===== src/rtl/deskew_pkg.sv =====
package deskew_pkg;

   typedef enum logic [1:0] {
      GRP_NONE = 2'b00,
      GRP_QUAD = 2'b01,
      GRP_TWIN = 2'b10,
      GRP_ALL  = 2'b11
   } grp_mode_e;

   // Lane-index bits that vary inside one group for the given grouping.
   function automatic logic [2:0] grp_low_bits(grp_mode_e m);
      case (m)
         GRP_TWIN: return 3'd1;
         GRP_QUAD: return 3'd3;
         GRP_ALL:  return 3'd7;
         default:  return 3'd0;
      endcase
   endfunction

endpackage


===== src/rtl/lane_delay_line.sv =====
module lane_delay_line #(
   parameter int unsigned DATA_W    = 8,
   parameter int unsigned DEPTH     = 16,
   parameter logic [DATA_W-1:0] MARK_CHAR = 8'h7C,
   localparam int unsigned TAP_W    = $clog2(DEPTH),
   localparam int unsigned ENT_W    = DATA_W + 2
) (
   input  logic              clk,
   input  logic              rst,
   input  logic              in_valid,
   input  logic              in_ctrl,
   input  logic [DATA_W-1:0] in_data,
   input  logic [TAP_W-1:0]  tap,
   output logic              tap_mark,
   output logic              out_valid,
   output logic              out_ctrl,
   output logic [DATA_W-1:0] out_data
);

   logic [ENT_W-1:0] line_q [DEPTH];
   logic [ENT_W-1:0] tap_ent;
   logic [ENT_W-1:0] out_q;

   always_ff @(posedge clk) begin
      if (rst) begin
         for (int i = 0; i < DEPTH; i++) line_q[i] <= '0;
      end else begin
         line_q[0] <= {in_valid, in_ctrl, in_data};
         for (int i = 1; i < DEPTH; i++) line_q[i] <= line_q[i-1];
      end
   end

   assign tap_ent  = line_q[tap];
   assign tap_mark = tap_ent[ENT_W-1] && tap_ent[ENT_W-2] &&
                     (tap_ent[DATA_W-1:0] == MARK_CHAR);

   always_ff @(posedge clk) begin
      if (rst) out_q <= '0;
      else     out_q <= tap_ent;
   end

   assign out_valid = out_q[ENT_W-1];
   assign out_ctrl  = out_q[ENT_W-2];
   assign out_data  = out_q[DATA_W-1:0];

endmodule


===== src/rtl/group_tracker.sv =====
module group_tracker #(
   parameter int unsigned LANES = 8,
   parameter int unsigned WIN   = 8,
   parameter int unsigned TAP_W = 4,
   localparam int unsigned OFF_W = $clog2(WIN + 1)
) (
   input  logic                        clk,
   input  logic                        rst,
   input  logic                        clear,
   input  logic [LANES-1:0]            member,
   input  logic [LANES-1:0]            in_mark,
   input  logic [LANES-1:0]            tap_mark,
   output logic [LANES-1:0][TAP_W-1:0] tap_sel,
   output logic                        locked,
   output logic                        lost
);

   typedef enum logic {ST_HUNT, ST_LOCK} trk_state_e;

   trk_state_e                  st_q;
   logic                        armed_q;
   logic [OFF_W-1:0]            cnt_q;
   logic [LANES-1:0]            seen_q;
   logic [LANES-1:0][OFF_W-1:0] off_q;
   logic [LANES-1:0][TAP_W-1:0] dly_q;
   logic                        lost_q;

   logic [LANES-1:0]            hits, fresh, seen_nx, col;
   logic [OFF_W-1:0]            cnt_nx;
   logic [LANES-1:0][OFF_W-1:0] off_nx;
   logic [LANES-1:0][TAP_W-1:0] dly_nx;
   logic                        started, done, expire, partial;

   always_comb begin
      hits    = in_mark & member;
      col     = tap_mark & member;
      cnt_nx  = armed_q ? cnt_q + 1'b1 : '0;
      fresh   = armed_q ? (hits & ~seen_q) : hits;
      seen_nx = (armed_q ? seen_q : '0) | fresh;
      for (int j = 0; j < LANES; j++) begin
         off_nx[j] = fresh[j] ? cnt_nx : (armed_q ? off_q[j] : '0);
         dly_nx[j] = member[j] ? TAP_W'(cnt_nx - off_nx[j]) : '0;
      end
      started = armed_q || (hits != '0);
      done    = started && (member != '0) && (seen_nx == member);
      expire  = armed_q && !done && (cnt_nx == OFF_W'(WIN));
      partial = (col != '0) && (col != member);
   end

   always_ff @(posedge clk) begin
      if (rst || clear) begin
         st_q    <= ST_HUNT;
         armed_q <= 1'b0;
         cnt_q   <= '0;
         seen_q  <= '0;
         off_q   <= '0;
         dly_q   <= '0;
         lost_q  <= 1'b0;
      end else begin
         lost_q <= 1'b0;
         case (st_q)
            ST_HUNT: begin
               if (done) begin
                  st_q    <= ST_LOCK;
                  dly_q   <= dly_nx;
                  armed_q <= 1'b0;
                  seen_q  <= '0;
                  cnt_q   <= '0;
               end else if (expire) begin
                  armed_q <= 1'b0;
                  seen_q  <= '0;
                  cnt_q   <= '0;
               end else if (started) begin
                  armed_q <= 1'b1;
                  cnt_q   <= cnt_nx;
                  seen_q  <= seen_nx;
                  off_q   <= off_nx;
               end
            end
            default: begin
               if (partial) begin
                  st_q   <= ST_HUNT;
                  dly_q  <= '0;
                  lost_q <= 1'b1;
               end
            end
         endcase
      end
   end

   assign tap_sel = dly_q;
   assign locked  = (st_q == ST_LOCK);
   assign lost    = lost_q;

endmodule


===== src/rtl/mlane_deskew.sv =====
module mlane_deskew
   import deskew_pkg::*;
#(
   parameter int unsigned LANES  = 8,
   parameter int unsigned DATA_W = 8,
   parameter int unsigned DEPTH  = 16,
   parameter int unsigned WIN    = 8,
   parameter logic [DATA_W-1:0] MARK_CHAR = 8'h7C,
   localparam int unsigned TAP_W = $clog2(DEPTH),
   localparam int unsigned LW    = $clog2(LANES)
) (
   input  logic                      clk,
   input  logic                      rst,
   input  logic [1:0]                grp_mode,
   input  logic [LANES*DATA_W-1:0]   rx_data,
   input  logic [LANES-1:0]          rx_ctrl,
   input  logic [LANES-1:0]          rx_valid,
   output logic [LANES*DATA_W-1:0]   dsk_data,
   output logic [LANES-1:0]          dsk_ctrl,
   output logic [LANES-1:0]          dsk_valid,
   output logic [LANES-1:0]          lane_locked,
   output logic [LANES-1:0]          lane_lost
);

   // Elaboration-time parameter checks
   if (!(LANES == 2 || LANES == 4 || LANES == 8)) begin : g_bad_lanes
      $error("LANES must be 2, 4 or 8");
   end
   if ((DEPTH & (DEPTH - 1)) != 0 || DEPTH < 2) begin : g_bad_depth
      $error("DEPTH must be a power of two, at least 2");
   end
   if (WIN < 1 || WIN >= DEPTH) begin : g_bad_win
      $error("WIN must be at least 1 and below DEPTH");
   end

   grp_mode_e                           mode_e;
   logic [1:0]                          mode_q;
   logic                                mode_chg;
   logic [LW-1:0]                       low_bits;
   logic [LANES-1:0]                    trk_active;
   logic [LANES-1:0][LANES-1:0]         member;
   logic [LANES-1:0][LW-1:0]            leader;
   logic [LANES-1:0]                    in_mark, tap_mark;
   logic [LANES-1:0][LANES-1:0][TAP_W-1:0] trk_tap;
   logic [LANES-1:0]                    trk_locked, trk_lost;
   logic [LANES-1:0][TAP_W-1:0]         lane_tap;

   assign mode_e = grp_mode_e'(grp_mode);

   always_ff @(posedge clk) mode_q <= grp_mode;
   assign mode_chg = (grp_mode != mode_q);

   assign low_bits = LW'(grp_low_bits(mode_e));

   always_comb begin
      for (int i = 0; i < LANES; i++) begin
         trk_active[i] = (mode_e != GRP_NONE) && ((LW'(i) & low_bits) == '0);
         leader[i]     = LW'(i) & ~low_bits;
         for (int j = 0; j < LANES; j++) begin
            member[i][j] = trk_active[i] && ((LW'(j) & ~low_bits) == LW'(i));
         end
      end
   end

   for (genvar g = 0; g < LANES; g++) begin : g_lane
      assign in_mark[g] = rx_valid[g] && rx_ctrl[g] &&
                          (rx_data[g*DATA_W +: DATA_W] == MARK_CHAR);

      group_tracker #(
         .LANES (LANES),
         .WIN   (WIN),
         .TAP_W (TAP_W)
      ) u_trk (
         .clk      (clk),
         .rst      (rst),
         .clear    (mode_chg || !trk_active[g]),
         .member   (member[g]),
         .in_mark  (in_mark),
         .tap_mark (tap_mark),
         .tap_sel  (trk_tap[g]),
         .locked   (trk_locked[g]),
         .lost     (trk_lost[g])
      );

      assign lane_tap[g]    = trk_tap[leader[g]][g];
      assign lane_locked[g] = trk_locked[leader[g]];
      assign lane_lost[g]   = trk_lost[leader[g]];

      lane_delay_line #(
         .DATA_W    (DATA_W),
         .DEPTH     (DEPTH),
         .MARK_CHAR (MARK_CHAR)
      ) u_line (
         .clk       (clk),
         .rst       (rst),
         .in_valid  (rx_valid[g]),
         .in_ctrl   (rx_ctrl[g]),
         .in_data   (rx_data[g*DATA_W +: DATA_W]),
         .tap       (lane_tap[g]),
         .tap_mark  (tap_mark[g]),
         .out_valid (dsk_valid[g]),
         .out_ctrl  (dsk_ctrl[g]),
         .out_data  (dsk_data[g*DATA_W +: DATA_W])
      );
   end

endmodule


===== config.mk =====
export PLATFORM = sky130hd
export DESIGN_NAME = mlane_deskew
export DESIGN_NICKNAME = d
export VERILOG_FILES = /design/src/rtl/deskew_pkg.sv /design/src/rtl/lane_delay_line.sv /design/src/rtl/group_tracker.sv /design/src/rtl/mlane_deskew.sv
export SDC_FILE = /design/constraint.sdc
export NUM_CORES = 2
export LEC_CHECK = 0
export CAP_MARGIN = 20
export CORE_MARGIN = 2
export CORE_UTILIZATION = 30
export DETAILED_ROUTE_END_ITERATION = 8
export HOLD_SLACK_MARGIN = 0.1
export SYNTH_ARGS = -nofsm -noshare
export SYNTH_HDL_FRONTEND = slang
export SYNTH_HIERARCHICAL = 1
export SYNTH_SLANG_ARGS = --single-unit

===== constraint.sdc =====
create_clock -name clk -period 7.1 [get_ports clk]
set_clock_uncertainty 0.2 [all_clocks]
set_input_delay 1.42 -clock clk [delete_from_list [all_inputs] [get_ports clk]]
set_output_delay 1.42 -clock clk [all_outputs]
set_load 0.03 [all_outputs]

# After elaboration in Yosys (flattened, before gate mapping)
# Memory sizes are Yosys's and may differ from the RTL's. A register that Yosys moved wholly into a read port is not among the register bits.
# Cells that the tools add are included.
[word_totals]
register_bits = 566
latch_bits = 0
mem_bits_rw = 1280
romBits = 0
in_bits = 84
output_inout_bits = 96
word_cells = 1091
mem_count = 8
[memory_table]
columns = ["name", "depth", "word_bits", "read_ports", "rd_ports_with_merged_regs", "wr", "line_no", "text"]
rows = [
  ["g_lane[0].u_line.line_q", 16, 10, 16, 1, 16, "lane_delay_line.sv:20", "logic [ENT_W-1:0] line_q [DEPTH];"],
  ["g_lane[1].u_line.line_q", 16, 10, 16, 0, 16, "lane_delay_line.sv:20", ""],
  ["g_lane[2].u_line.line_q", 16, 10, 16, 0, 16, "lane_delay_line.sv:20", ""],
  ["g_lane[3].u_line.line_q", 16, 10, 16, 0, 16, "lane_delay_line.sv:20", ""],
  ["g_lane[4].u_line.line_q", 16, 10, 16, 0, 16, "lane_delay_line.sv:20", ""],
  ["g_lane[5].u_line.line_q", 16, 10, 16, 0, 16, "lane_delay_line.sv:20", ""],
  ["+2 memories", "--", "--", "--", "--", "--", "--", ""],
]
[op_classes]
addsub = 35
mul = 0
div = 0
magnitude_cmp = 7
eq_ne = 68
shifts = 0
mux = 409
bitwise_logic = 193
reduce_logical = 231
[ops]
columns = ["op", "count"]
rows = [
  ["$mux 10", 128],
  ["$mux 32", 25],
  ["$mux 4", 115],
  ["$mux 8", 42],
  ["$and 8x8->8", 24],
  ["$bmux 32 s2", 3],
  ["$reduce_bool 8->1", 23],
  ["$eq 8x7->1 const B", 16],
  ["$or 1x1->1", 128],
  ["$sub 4x4->4", 27],
  ["$logic_and 1x1->1", 105],
  ["$bmux 32 s3", 1],
  ["$mux 1", 79],
  ["$eq 8x8->1", 8],
  ["$ne 8x8->1", 8],
  ["$not 8->8", 8],
  ["$or 8x8->8", 8],
  ["$logic_not 3->1", 14],
  ["$mux 20", 2],
  ["$add 4x1->4 const B", 8],
  ["$eq 4x4->1 const B", 8],
  ["$reduce_and 2->1", 16],
  ["$reduce_and 4->1", 8],
  ["$mux 28", 1],
  ["23 further kinds", 138],
]

# Longest topological paths before layout
[depth]
ltp_word = 16
mapped_depth = 23
depth_no_buf = 15

# Cells and area by module
# Netlist, hierarchy kept.
[by_module_without_submodules]
columns = ["mod", "n_inst", "cells_per_inst", "area_per_inst_um2", "seq_area_each_um2"]
rows = [
  ["lane_delay_line at g_lane[0].u_line ...", 7, 463, 5868.1, 3403.3],
  ["group_tracker at g_lane[0].u_trk ...", 3, 618, 4878.4, 1581.5],
  ["lane_delay_line at g_lane[7].u_line", 1, 464, 5909.4, 3403.3],
  ["group_tracker at g_lane[7].u_trk", 1, 579, 4954.8, 1581.5],
  ["group_tracker at g_lane[4].u_trk", 1, 610, 4948.5, 1581.5],
  ["group_tracker at g_lane[6].u_trk", 1, 618, 4883.4, 1581.5],
  ["group_tracker at g_lane[2].u_trk", 1, 618, 4879.7, 1581.5],
  ["group_tracker at g_lane[5].u_trk", 1, 616, 4879.7, 1581.5],
  ["mlane_deskew", 1, 149, 1357.6, 40.0],
]

# Worst setup path after synthesis
# No wires, ideal clock.
[synth_timing]
path_kind = "input -> register"
start = "in grp_mode[0]"
end = "reg g_lane[4].u_trk.dly_q (netlist bit g_lane[4].u_trk/tap_sel[0])"
setup_ps = 70
t_arrival_ps = 6551
t_required_ps = 6830
setup_slack_ps = 279
cell_stages = 21
n_path_buf = 6
path_cell_list = "buf_2 > buf_6 > inv_1 > ha_1 > buf_4 > buf_6 > mux2i_1 > a22o_1 > a21oi_1 > buf_6 > mux4_1 > mux2_2 > nor4_2 > nand3_1 > a2111oi_2 > o22ai_1 > or4_1 > nand3_1 > clkbuf_1 > nand3_1 > a21oi_1"
[synth_lines]
columns = ["item", "line_no", "text"]
rows = [
  ["start, declared", "mlane_deskew.sv:14", "input logic [1:0] grp_mode,"],
  ["end signal, assigned", "group_tracker.sv:65", "dly_q <= dly_nx;"],
  ["end, declared", "group_tracker.sv:25", "logic [LANES-1:0][TAP_W-1:0] dly_q;"],
]

==> metrics.md <==
| Metric | Value |
|---|---|
| Detailed Route WL | `approximately 170,000 um` |
| Final period utilization | `84.7%` |
| CTS hold repair buffers | `0` |
| Gr ovfl total | `0` |
| Dpl hpwl | `117,000 um` |
| Commonest cells after routing, fill and taps aside | `dfxtp_1 (1,679), nor2b_1 (1,340), nand2_1 (433)` |
| Layout cells sized above 1 | `between 10% and 20%` |
| Net switching power of the design | `around 4.6 mW` |
| FP Rows | `177` |
| Reg2Reg Setup Slack | `2330 ps` |
| Hold WC Path Type | `register to register` |
| Final Cell Area | `approximately 81,000 um^2` |
| Mean area per synthesized cell | `approximately 10 um^2` |
| Core footprint | `between 200,000 and 250,000 um^2` |
| Tmin final | `6010 ps` |
| RSZ-0062 raised after global routing | `false` |
| Final slew viol count | `70` |
| Clock power share | `between 50 and 60%` |
| Clk pin slew, worst setup/hold paths | `roughly 60 ps` |
| WS Path Type | `input pin to register` |
| Routed wire length per instance | `around 18 um` |
| Data required, critical path | `7660 ps` |
| Post-Synthesis Cells | `about 6,700` |
| Port Buffers | `about 180` |
| Root Driver | `clkbuf_16` |
| # setup viols final | `0` |
| P_int | `16.1 mW` |
| Post-CTS Resized | `0` |
| Routed vias/inst | `4.85` |
| DIE HEIGHT | `between 400 and 500 um` |
| Failing checks | `slew limit` |
| Total GRT Usage | `between 10% and 20%` |
| Switching share of power | `~22%` |
| Residual DRC | `0` |
| Detail Route Antenna Nets | `0` |
| Yosys Warn Count | `6` |
| Initial core utilization | `between 30% and 40%` |
| IO Count | `180` |
| Layout Area Growth over Synthesis | `15.8%` |
| Post-route insts no fill | `9,862` |
| First-pass GRT wire length | `274,000 um` |
| Gpl congestion | `between 0.8 and 0.9` |
| Syn Std Cell Area | `about 70,000 um^2` |
| Worst r2r dst | `g_lane[0].u_trk/tap_sel[12]` |
| Worst EP arrival | `roughly 6600 ps` |
| Sequential share of power | `around 46%` |
| Placed Cells incl. Taps | `roughly 9,500` |
| Status | `complete, but fails checks` |
| Max Buffers Root-to-Sink | `3` |
| Max FO, Critical Path | `16` |
| Die area | `roughly 240,000 um^2` |
| Post-CTS setup buffer count | `0` |
| CTS Sinks | `1,682` |
| Lkg Pwr | `about 28 nW` |
| Layout filler cell count | `roughly 23,000` |
| # Max-Cap Violations | `0` |
| Setup crit end | `g_lane[0].u_trk/tap_sel[12]` |
| Via Count | `~48,000` |
| Hold Crit Start | `g_lane[5].u_line/line_q[10][7]` |
| NumNets Final | `around 6,900` |
| Max Freq | `roughly 0.17 GHz` |
| Final hold viol count | `0` |
| Total power | `20.7 mW` |
| Worst Tran Pin Value | `2580 ps` |
| Final hold slack | `about 220 ps` |
| Total CTS buffers | `around 180` |
| DP Area | `between 70,000 and 80,000 um^2` |
| Crit start category | `input pin` |
| Comb pwr share | `under 10%` |
| Pre-antenna DRT Iters | `5` |
| Worst slew margin | `-73.0%` |
| Number of global-route vias before repair | `47,700` |
| Setup crit end kind | `register` |
| Die Wd | `between 400 and 500 um` |
| Worst vdd ir | `~0.21 mV` |
| Clock Latency Late Sink | `approximately 840 ps` |
| R2r startpoint | `g_lane[5].u_trk/tap_sel[28]` |
| Setup_tns | `0 ps` |
| R2R cell count | `15` |
| Worst setup path start | `grp_mode[1]` |
| TritonCTS clock tree | `built` |
| Commonest non-fill, non-tap cell in the layout | `dfxtp_1` |
| Largest net degree at the start of global routing | `225` |
| H-tree depth | `4` |
| Initial antenna violation count | `8` |
| Pwr dens | `around 250 nW/um^2` |
| DRT iter0 DRCs | `between 3,000 and 4,000` |
==> power by group through the flow <==
stage                     sequential, mW  clock (mW)  combinational, mW
after CTS                           9.58        10.7              0.693
final                               9.58        10.4              0.710
after floorplan                     9.80           0              0.456
after global routing                9.58        11.1              0.769
after global placement              9.79           0              0.686
after detailed placement            9.79           0              0.691
==> sequential cells by signal, indices dropped and copies added, names as in the netlist <==
signal,cells
g_lane.u_line/out_q,80
g_lane.u_trk/seen_q,64
g_lane.u_trk/lost,8
g_lane.u_trk/armed_q,8
g_lane.u_trk/cnt_q,32
g_lane.u_trk/off_q,100
g_lane.u_line/line_q,1280
g_lane.u_trk/locked,8
mode_q,2
g_lane.u_trk/tap_sel,100
==> worst min-delay path by stage <==
stage,endpoint,slack (ps),cells past startpoint
global placement,g_lane[0].u_line/line_q[7][1],230,1
detailed placement,g_lane[4].u_line/line_q[3][1],240,1
floorplan,g_lane[0].u_line/line_q[12][0],230,1
finish,g_lane[5].u_line/line_q[11][7],220,1
CTS,g_lane[7].u_line/line_q[6][0],220,1
global route,g_lane[4].u_line/line_q[7][8],230,1
==> area by class of cell <==
class / count / area (um^2) / share of cell area [%]
Sequential cell: 1682 / 33700 / 41.4
Clock buffer: 253 / 5210 / 6.41
Multi-Input combinational cell: 4298 / 33200 / 40.9
Antenna cell: 5 / 12.5 / 0.0154
Tap cell: 3043 / 3810 / 4.68
Timing Repair Buffer: 315 / 3130 / 3.85
Clock inverter: 87 / 1520 / 1.87
Inverter: 179 / 672 / 0.827
==> worst max-delay path, cell delays in order <==
cell and delay [ps]:
clkdlybuf4s50_1 610, inv_1 130, ha_1 260, nor2b_1 190, a22o_1 250, a21oi_4 420
buf_4 390, mux4_2 540, mux2i_1 200, nand4_1 180, a2111oi_4 500, buf_12 200
o22ai_1 90, or4_1 460, nand3_1 180, buf_4 250, nand3_1 100, a21oi_1 160
==> metrics by stage <==
step	util [%]	setup slack [ps]
floorplan	-	324
global placement	32.0	258
detailed placement	32.0	243
CTS	34.9	1150
global route	34.9	826
finish	35.0	1090
==> layer usage <==
| metal | global-route usage, % | vias to the layer above | wire (um) |
|---|---|---|---|
| met5 | 0 | - | 7 |
| met4 | 4.98 | 2 | 5100 |
| met3 | 2.35 | 263 | 8750 |
| met2 | 22.9 | 1155 | 79000 |
| met1 | 19.5 | 23300 | 80700 |
| li1 | - | 23100 | - |
Note: power is estimated with default switching activity, not from simulation.
